<file path="config.mk">
export PLATFORM = sky130hd
export DESIGN_NAME = x43_scrambler_pair
export DESIGN_NICKNAME = d
export VERILOG_FILES = /design/src/rtl/x43_scr_pkg.sv /design/src/rtl/x43_scr_mix.sv /design/src/rtl/x43_scr_lane.sv /design/src/rtl/x43_scrambler_pair.sv
export SDC_FILE = /design/constraint.sdc
export NUM_CORES = 1
export LEC_CHECK = 0
export CAP_MARGIN = 20
export CORE_MARGIN = 4
export CORE_UTILIZATION = 50
export CTS_BUF_LIST = sky130_fd_sc_hd__clkbuf_4
export CTS_CLUSTER_DIAMETER = 60
export DETAILED_ROUTE_END_ITERATION = 10
export PLACE_DENSITY = 0.71
export SYNTH_ARGS = -nofsm -noshare
export SYNTH_HDL_FRONTEND = slang
export SYNTH_SLANG_ARGS = --single-unit
</file>
<file path="constraint.sdc">
create_clock -name clk -period 1.96 [get_ports clk]
set_input_delay 0.196 -clock clk [delete_from_list [all_inputs] [get_ports clk]]
set_output_delay 0.196 -clock clk [all_outputs]
set_load 0.03 [all_outputs]
</file>
<file path="src/rtl/x43_scr_pkg.sv">
package x43_scr_pkg;
   localparam int unsigned SCR_BYTE_W = 8;
   localparam int unsigned SCR_DELAY  = 43;

   typedef enum logic {
      LANE_WHITEN  = 1'b0,
      LANE_RECOVER = 1'b1
   } lane_kind_e;
endpackage

</file>
<file path="src/rtl/x43_scr_mix.sv">
// Combinational unrolling of one byte through the delay line.
// Bit DATA_W-1 is the earliest in time; it meets the oldest history bit.
module x43_scr_mix
   import x43_scr_pkg::*;
#(
   parameter int unsigned DATA_W = SCR_BYTE_W,
   parameter int unsigned DELAY  = SCR_DELAY,
   parameter lane_kind_e  KIND   = LANE_WHITEN
) (
   input  logic [DATA_W-1:0] din,
   input  logic [DELAY-1:0]  hist,
   output logic [DATA_W-1:0] mixed,
   output logic [DELAY-1:0]  hist_next
);
   localparam int unsigned KEEP = DELAY - DATA_W;

   logic [DATA_W-1:0] line_bits;

   if (DATA_W < 1) begin : g_bad_width
      $error("x43_scr_mix: DATA_W must be at least 1");
   end
   if (DELAY <= DATA_W) begin : g_bad_delay
      $error("x43_scr_mix: DELAY must exceed DATA_W");
   end

   for (genvar k = 0; k < DATA_W; k++) begin : g_bit
      // k-th bit in time order sits at position DATA_W-1-k
      assign mixed[DATA_W-1-k] = din[DATA_W-1-k] ^ hist[DELAY-1-k];
   end

   if (KIND == LANE_WHITEN) begin : g_line_out
      assign line_bits = mixed;
   end else begin : g_line_in
      assign line_bits = din;
   end

   // newest bit lands in position 0
   assign hist_next = {hist[KEEP-1:0], line_bits};
endmodule

</file>
<file path="src/rtl/x43_scr_lane.sv">
module x43_scr_lane
   import x43_scr_pkg::*;
#(
   parameter int unsigned DATA_W = SCR_BYTE_W,
   parameter int unsigned DELAY  = SCR_DELAY,
   parameter lane_kind_e  KIND   = LANE_WHITEN
) (
   input  logic              clk,
   input  logic              rst_n,
   input  logic              en,
   input  logic              in_valid,
   input  logic [DATA_W-1:0] in_data,
   output logic              out_valid,
   output logic [DATA_W-1:0] out_data
);
   logic [DELAY-1:0]  hist_q;
   logic [DELAY-1:0]  hist_d;
   logic [DATA_W-1:0] mixed;

   x43_scr_mix #(
      .DATA_W (DATA_W),
      .DELAY  (DELAY),
      .KIND   (KIND)
   ) u_mix (
      .din       (in_data),
      .hist      (hist_q),
      .mixed     (mixed),
      .hist_next (hist_d)
   );

   // history runs on every strobe, independent of the enable
   always_ff @(posedge clk or negedge rst_n) begin
      if (!rst_n) begin
         hist_q <= '0;
      end else if (in_valid) begin
         hist_q <= hist_d;
      end
   end

   always_ff @(posedge clk or negedge rst_n) begin
      if (!rst_n) begin
         out_valid <= 1'b0;
         out_data  <= '0;
      end else begin
         out_valid <= in_valid;
         if (in_valid) begin
            out_data <= en ? mixed : in_data;
         end
      end
   end
endmodule

</file>
<file path="src/rtl/x43_scrambler_pair.sv">
module x43_scrambler_pair
   import x43_scr_pkg::*;
#(
   parameter int unsigned DATA_W = SCR_BYTE_W,
   parameter int unsigned DELAY  = SCR_DELAY
) (
   input  logic              clk,
   input  logic              rst_n,
   input  logic              tx_en,
   input  logic              tx_in_valid,
   input  logic [DATA_W-1:0] tx_in_data,
   output logic              tx_out_valid,
   output logic [DATA_W-1:0] tx_out_data,
   input  logic              rx_en,
   input  logic              rx_in_valid,
   input  logic [DATA_W-1:0] rx_in_data,
   output logic              rx_out_valid,
   output logic [DATA_W-1:0] rx_out_data
);
   x43_scr_lane #(
      .DATA_W (DATA_W),
      .DELAY  (DELAY),
      .KIND   (LANE_WHITEN)
   ) u_tx_lane (
      .clk       (clk),
      .rst_n     (rst_n),
      .en        (tx_en),
      .in_valid  (tx_in_valid),
      .in_data   (tx_in_data),
      .out_valid (tx_out_valid),
      .out_data  (tx_out_data)
   );

   x43_scr_lane #(
      .DATA_W (DATA_W),
      .DELAY  (DELAY),
      .KIND   (LANE_RECOVER)
   ) u_rx_lane (
      .clk       (clk),
      .rst_n     (rst_n),
      .en        (rx_en),
      .in_valid  (rx_in_valid),
      .in_data   (rx_in_data),
      .out_valid (rx_out_valid),
      .out_data  (rx_out_data)
   );
endmodule

</file>
==> flow_metrics.py, run 1 <==
metrics = {
    "sta": {
        "skew_ns": 0.0187,
        "rsz0062_at_grt": "no",
        "min_period_ns": 1.73,
        "worst_slew_pin_slew_ns": 0.563,
        "slew_viol_final": 0,
        "hold_violations": 0,
        "fin_crit_sh_pct": 88.4,
        "maxSlewHeadroom_pct": 62.4,
        "final.setup.tns_ns": 0,
        "finalSetupViolations": 0,
        "setup_ws_ns": 0.227,
        "max_freq_mhz": 577,
    },
    "placed_design": {
        "gp_congestion": 0.658,
        "dp_hpwl_mm": 3.95,
        "port_buffers": 39,
        "place_ws_ns": 0.476,
    },
    "setup_path": {
        "reg2reg_setup_slack_ns": 1.06,
        "r2r-start": "u_tx_lane.hist_q[38]$_DFFE_PN0P_",
        "critPathKind": "flip-flop to output pin",
        "path_buf_inv": 1,
        "worstPathArrival_ns": 1.54,
        "r2r_end": "u_tx_lane.out_data[3]$_DFFE_PN0P_",
        "crit_chain": "clkdlybuf4s50_1",
        "worstRegToRegCells": 2,
        "critPathTopFamily": "buffers and inverters",
        "critPathSlowestCell": "clkdlybuf4s50_1",
        "cp.depth": 1,
        "critPathLaunchType": "flip-flop",
        "crit_path_end_kind": "output pin",
        "required_ns": 1.76,
        "slowest_delay_ns": 0.68,
        "crit_start": "u_tx_lane.out_data[5]$_DFFE_PN0P_",
        "crit_fanout": 2,
        "critPathCapture": "tx_out_data[5]",
    },
    "synth": {
        "avgSynthCellArea_sq_um": 14.8,
        "yosys-top-cells-area": "dfrtp_1, mux2_2, a21bo_2, buf_6, nand3b_1",
        "ys_types": 11,
        "netlist.area_leader.share_pct": 61.2,
        "synth_flop_cell": "dfrtp_1",
        "yosysWarnings": 0,
        "syn_area_sq_mm": 0.00425,
        "synth_most_common_cell": "dfrtp_1",
        "ys_seq_area_share_pct": 61.2,
        "synthTopCellsByCount": "dfrtp_1, mux2_2, nor2_1",
        "synth_top_cell_by_area": "dfrtp_1",
        "syn_inst": 288,
        "ys_ff_latch": 104,
        "synthArstFlopShare_pct": 100,
        "synth_edf_count": 0,
        "syn_nets": 310,
    },
    "route": {
        "antenna_left": 0,
        "drcViolationCount": 0,
        "routed_wl_mm": 6.14,
        "vias": 2298,
        "vias_per_cell": 5.27,
        "avgRoutedWirePerCell_microns": 14.1,
        "drtIter0Drc": 69,
        "drt-pass1-iter-count": 4,
    },
    "cts": {
        "cts-buffers-inserted": 9,
        "cts_tree": "built",
        "clock_latency_ns": 0.45,
        "clockRootBuffer": "clkbuf_4",
        "cts.reportedPaths.clkPinSlew_ns": 0.17,
        "post_cts.repair.setup_buffers": 0,
        "clock-sinks": 104,
        "cts_max_path_buffers": 2,
        "ctsHoldBuffers": 2,
        "cts_resized": 0,
        "htreeDepth": 3,
    },
    "die": {
        "dieArea_sq_mm": 0.0100,
        "boundaryPins": 40,
        "rows": 33,
        "dieHeight_microns": 100,
        "die_w_microns": 100,
        "core_sq_mm": 0.00826,
        "initial_core_util_pct": 51.5,
    },
    "cells_and_area": {
        "fin_nets": 348,
        "drive_gt1_share_pct": 35.6,
        "area_delta_synth_final_pct": 12.7,
        "seq_area_sq_mm": 0.00260,
        "antenna_cells": 0,
        "multiInputGateArea_sq_mm": 0.00147,
        "nFillCells": 674,
    },
    "grt": {
        "grt_pass1_wl_mm": 11.3,
        "grt_max_degree": 61,
        "antenna_found_initial": 0,
        "groute.usage.overall_pct": 14.0,
        "first_global_vias": 2435,
        "grt_overflow": 0,
    },
    "power": {
        "cellLeakagePower_nw": 1.94,
        "vdd_drop_max_v": 0.000619,
        "power_mw": 5.41,
        "p_per_area_mw_per_mm2": 1130,
    },
    "run": {
        "cap_viol_max_count": 0,
    },
    "hold_path": {
        "hp-class": "primary input to flip-flop",
    },
    "status": {
        "status": "complete, no violations",
    },
}
-- cells in the final DEF, fill, tap and decap left out, drive strengths merged --
cell	Yosys	routed
a31oi	16	16
clkbuf	0	9
mux2	78	78
clkinv	0	3
clkinvlp	0	2
dlygate4sd3	0	2
a21oi	8	8
xnor2	8	8
clkdlybuf4s50	0	36
nand3b	16	16
buf	18	7
inv	0	2
dfrtp	104	104
nor2	24	24
a21bo	16	16
-- power breakdown --
part	leakage (nW)	switching (mW)	total (mW)	internal (mW)
combinational	0.689	0.483	1.23	0.744
sequential	1.19	0.394	3.19	2.80
clock	0.0621	0.712	0.986	0.275
total	1.94	1.59	5.41	3.82
-- flip-flops by register name (all words and copies together), names as in the netlist --
| register | cells |
|---|---|
| u_tx_lane.out_data | 8 |
| u_rx_lane.hist_q | 43 |
| u_tx_lane.out_valid | 1 |
| u_rx_lane.out_data | 8 |
| u_tx_lane.hist_q | 43 |
| u_rx_lane.out_valid | 1 |
-- area by class of cell --
cell class	instances	share of cell area [%]
Clock buffer	9	1.41
Clock inverter	7	1.17
Multi-Input combinational cell	166	30.7
Sequential cell	104	54.3
Tap cell	105	2.74
Timing Repair Buffer	45	9.71
-- worst min path at each step --
| stage | depth (start not counted) | from | to |
|---|---|---|---|
| after floorplan | 0 | rst_n | u_rx_lane.hist_q[0]$_DFFE_PN0P_ |
| after global placement | 1 | rst_n | u_tx_lane.out_valid$_DFF_PN0_ |
| after detailed placement | 1 | rst_n | u_rx_lane.hist_q[21]$_DFFE_PN0P_ |
| after CTS | 2 | rx_in_valid | u_rx_lane.out_valid$_DFF_PN0_ |
| after global routing | 2 | rx_in_valid | u_rx_lane.out_valid$_DFF_PN0_ |
| final | 2 | rx_in_valid | u_rx_lane.out_valid$_DFF_PN0_ |
-- metrics by stage --
stage | instances | hold WS, ns | util, % | area, sq um
after floorplan | 288 | -0.0996 | - | 4250
final | 436 | 0.155 | 58.1 | 4790
after global placement | 418 | 0.229 | 56.3 | 4650
after CTS | 436 | 0.111 | 58.1 | 4790
after detailed placement | 418 | 0.226 | 56.3 | 4650
after global routing | 436 | 0.103 | 58.1 | 4790
-- routing by layer --
metal / vias up / GRT usage [%] / share of wire, %
li1: 1100 / - / -
met3: 10 / 4.93 / 5.7
met4: 0 / 4.35 / 1.5
met1: 1140 / 18.1 / 47
met2: 48 / 22.1 / 46
met5: - / 0 / 0
-- kinds of logic (layout without fill, tap and decap cells) --
family,count (synthesis),after routing,share of synthesized area (%)
DFF,104,104,61.2
AOI/OAI and AO/OA,40,40,7.35
muxes,78,78,20.6
and+or+nand+nor,40,40,4.94
buffers and inverters,18,61,4.24
xor gates and xnor gates,8,8,1.65
(Power assumes the default switching activity.)
==> run 2, diff against run 1 <==
--- a/config.mk
+++ b/config.mk
@@ -11,7 +11,8 @@
 export CTS_BUF_LIST = sky130_fd_sc_hd__clkbuf_4
 export CTS_CLUSTER_DIAMETER = 60
 export DETAILED_ROUTE_END_ITERATION = 10
-export PLACE_DENSITY = 0.71
+export PLACE_DENSITY = 0.75
+export SLEW_MARGIN = 40
 export SYNTH_ARGS = -nofsm -noshare
 export SYNTH_HDL_FRONTEND = slang
 export SYNTH_SLANG_ARGS = --single-unit
==> flow_metrics.py, run 2 (synthesized netlist as in run 1, its figures left out) <==
metrics = {
    "die": {
        "rows": 33,
        "dieHeight_microns": 100,
        "dieArea_sq_mm": 0.0100,
        "boundaryPins": 40,
        "die_w_microns": 100,
        "core_sq_mm": 0.00826,
        "initial_core_util_pct": 51.5,
    },
    "grt": {
        "grt_pass1_wl_mm": 11.0,
        "groute.usage.overall_pct": 13.7,
        "grt_overflow": 0,
        "met1_usage_pct": 18.6,
        "antenna_found_initial": 0,
        "grt_util_met3_pct": 2.92,
        "grt_busiest_layer": "met2",
        "first_global_vias": 2343,
        "grt_max_degree": 69,
        "gr-usage-met2_pct": 21.2,
    },
    "cts": {
        "post_cts.repair.setup_buffers": 0,
        "clock_latency_ns": 0.44,
        "htreeDepth": 3,
        "clockRootBuffer": "clkbuf_4",
        "cts.reportedPaths.clkPinSlew_ns": 0.15,
        "cts_max_path_buffers": 2,
        "cts_tree": "built",
        "clock-sinks": 104,
        "cts-buffers-inserted": 9,
    },
    "cells_and_area": {
        "drive_gt1_share_pct": 36.3,
        "most-common-layout-cells": "dfrtp_1, mux2_2, clkdlybuf4s50_1",
        "final_common_cell": "dfrtp_1",
        "fin_nets": 349,
        "area_delta_synth_final_pct": 12.8,
        "fin_area_sq_mm": 0.00480,
        "antenna_cells": 0,
        "reg_top3": "u_rx_lane.hist_q x43, u_tx_lane.hist_q x43",
    },
    "sta": {
        "maxSlewHeadroom_pct": 62.1,
        "slew_viol_final": 0,
        "finalSetupViolations": 0,
        "hold_violations": 0,
        "skew_ns": 0.0265,
        "worst_slew_pin_slew_ns": 0.566,
        "min_period_ns": 1.70,
        "final.setup.tns_ns": 0,
        "rsz0062_at_grt": "no",
        "setup_ws_ns": 0.256,
        "max_freq_mhz": 587,
        "fin_crit_sh_pct": 86.9,
    },
    "setup_path": {
        "critPathCapture": "rx_out_data[0]",
        "crit_path_end_kind": "output pin",
        "slowest_delay_ns": 0.68,
        "crit_chain": "clkdlybuf4s50_1",
        "worstPathArrival_ns": 1.51,
        "required_ns": 1.76,
        "r2r-start": "u_rx_lane.hist_q[36]$_DFFE_PN0P_",
        "cp.depth": 1,
        "worstRegToRegCells": 2,
        "critPathLaunchType": "flip-flop",
        "critPathKind": "flip-flop to output pin",
        "crit_fanout": 2,
        "critPathSlowestCell": "clkdlybuf4s50_1",
        "r2r_end": "u_rx_lane.out_data[1]$_DFFE_PN0P_",
        "crit_start": "u_rx_lane.out_data[0]$_DFFE_PN0P_",
        "reg2reg_setup_slack_ns": 1.04,
        "critPathTopFamily": "buffers and inverters",
        "path_buf_inv": 1,
    },
    "route": {
        "drtIter0Drc": 80,
        "antenna_left": 0,
        "vias": 2299,
        "avgRoutedWirePerCell_microns": 14.3,
        "drcViolationCount": 0,
        "routed_wl_mm": 6.25,
        "drt-pass1-iter-count": 4,
        "vias_per_cell": 5.27,
    },
    "placed_design": {
        "dpl_cell_area_sq_mm": 0.00468,
        "gp_congestion": 0.727,
        "port_buffers": 39,
        "place_ws_ns": 0.459,
        "dp_hpwl_mm": 4.17,
    },
    "hold_path": {
        "hp-class": "primary input to flip-flop",
        "hold_depth": 1,
    },
    "power": {
        "cellLeakagePower_nw": 1.95,
        "p_per_area_mw_per_mm2": 1120,
        "vdd_drop_max_v": 0.000478,
    },
    "status": {
        "status": "complete, no violations",
    },
    "run": {
        "cap_viol_max_count": 0,
    },
}
run 2: layout make-up:
cell class              count  area [sq um]
fillers                   677          3460
well taps                 105           131
clock buffers              10          75.1
repair buffers             46           483
multi-input cells         166          1470
clock inverters             5          35.0
flip-flops and latches    104          2600
run 2: worst min path at each step:
stage	to	startpoint	slack (ns)
5_1_grt	u_rx_lane.out_valid$_DFF_PN0_	rx_in_valid	0.07
3_3_place_gp	u_rx_lane.hist_q[4]$_DFFE_PN0P_	rst_n	0.08
4_1_cts	u_rx_lane.out_valid$_DFF_PN0_	rx_in_valid	0.08
3_5_place_dp	u_rx_lane.hist_q[4]$_DFFE_PN0P_	rst_n	0.08
2_1_floorplan	u_rx_lane.hist_q[0]$_DFFE_PN0P_	rst_n	-0.1
6_report	u_rx_lane.out_valid$_DFF_PN0_	rx_in_valid	0.10
run 2: what timing repair did:
action                    in CTS  in global routing
gates resized for setup        0                  0
hold endpoints to repair     104                  0
hold buffers                   1                  0
run 2: report_power, final:
part | switching, mW | internal (mW) | leakage (nW)
combinational | 0.486 | 0.748 | 0.699
clock | 0.653 | 0.270 | 0.0622
sequential | 0.402 | 2.80 | 1.19
run 2: through the flow:
| step | hold WS, ns | util (%) | std cells | power [mW] |
|---|---|---|---|---|
| 2_1_floorplan | -0.0996 | - | 288 | 4.07 |
| 3_3_place_gp | 0.0784 | 56.7 | 420 | 4.43 |
| 3_5_place_dp | 0.0827 | 56.7 | 420 | 4.51 |
| 4_1_cts | 0.0777 | 58.1 | 436 | 5.43 |
| 5_1_grt | 0.0691 | 58.1 | 436 | 5.71 |
| 6_report | 0.103 | 58.1 | 436 | 5.36 |
run 2: metal layers:
metal	routed length [microns]	part of all wire, %
met5	0	0
met4	104	1.7
met3	175	2.8
met2	2960	47
met1	3010	48
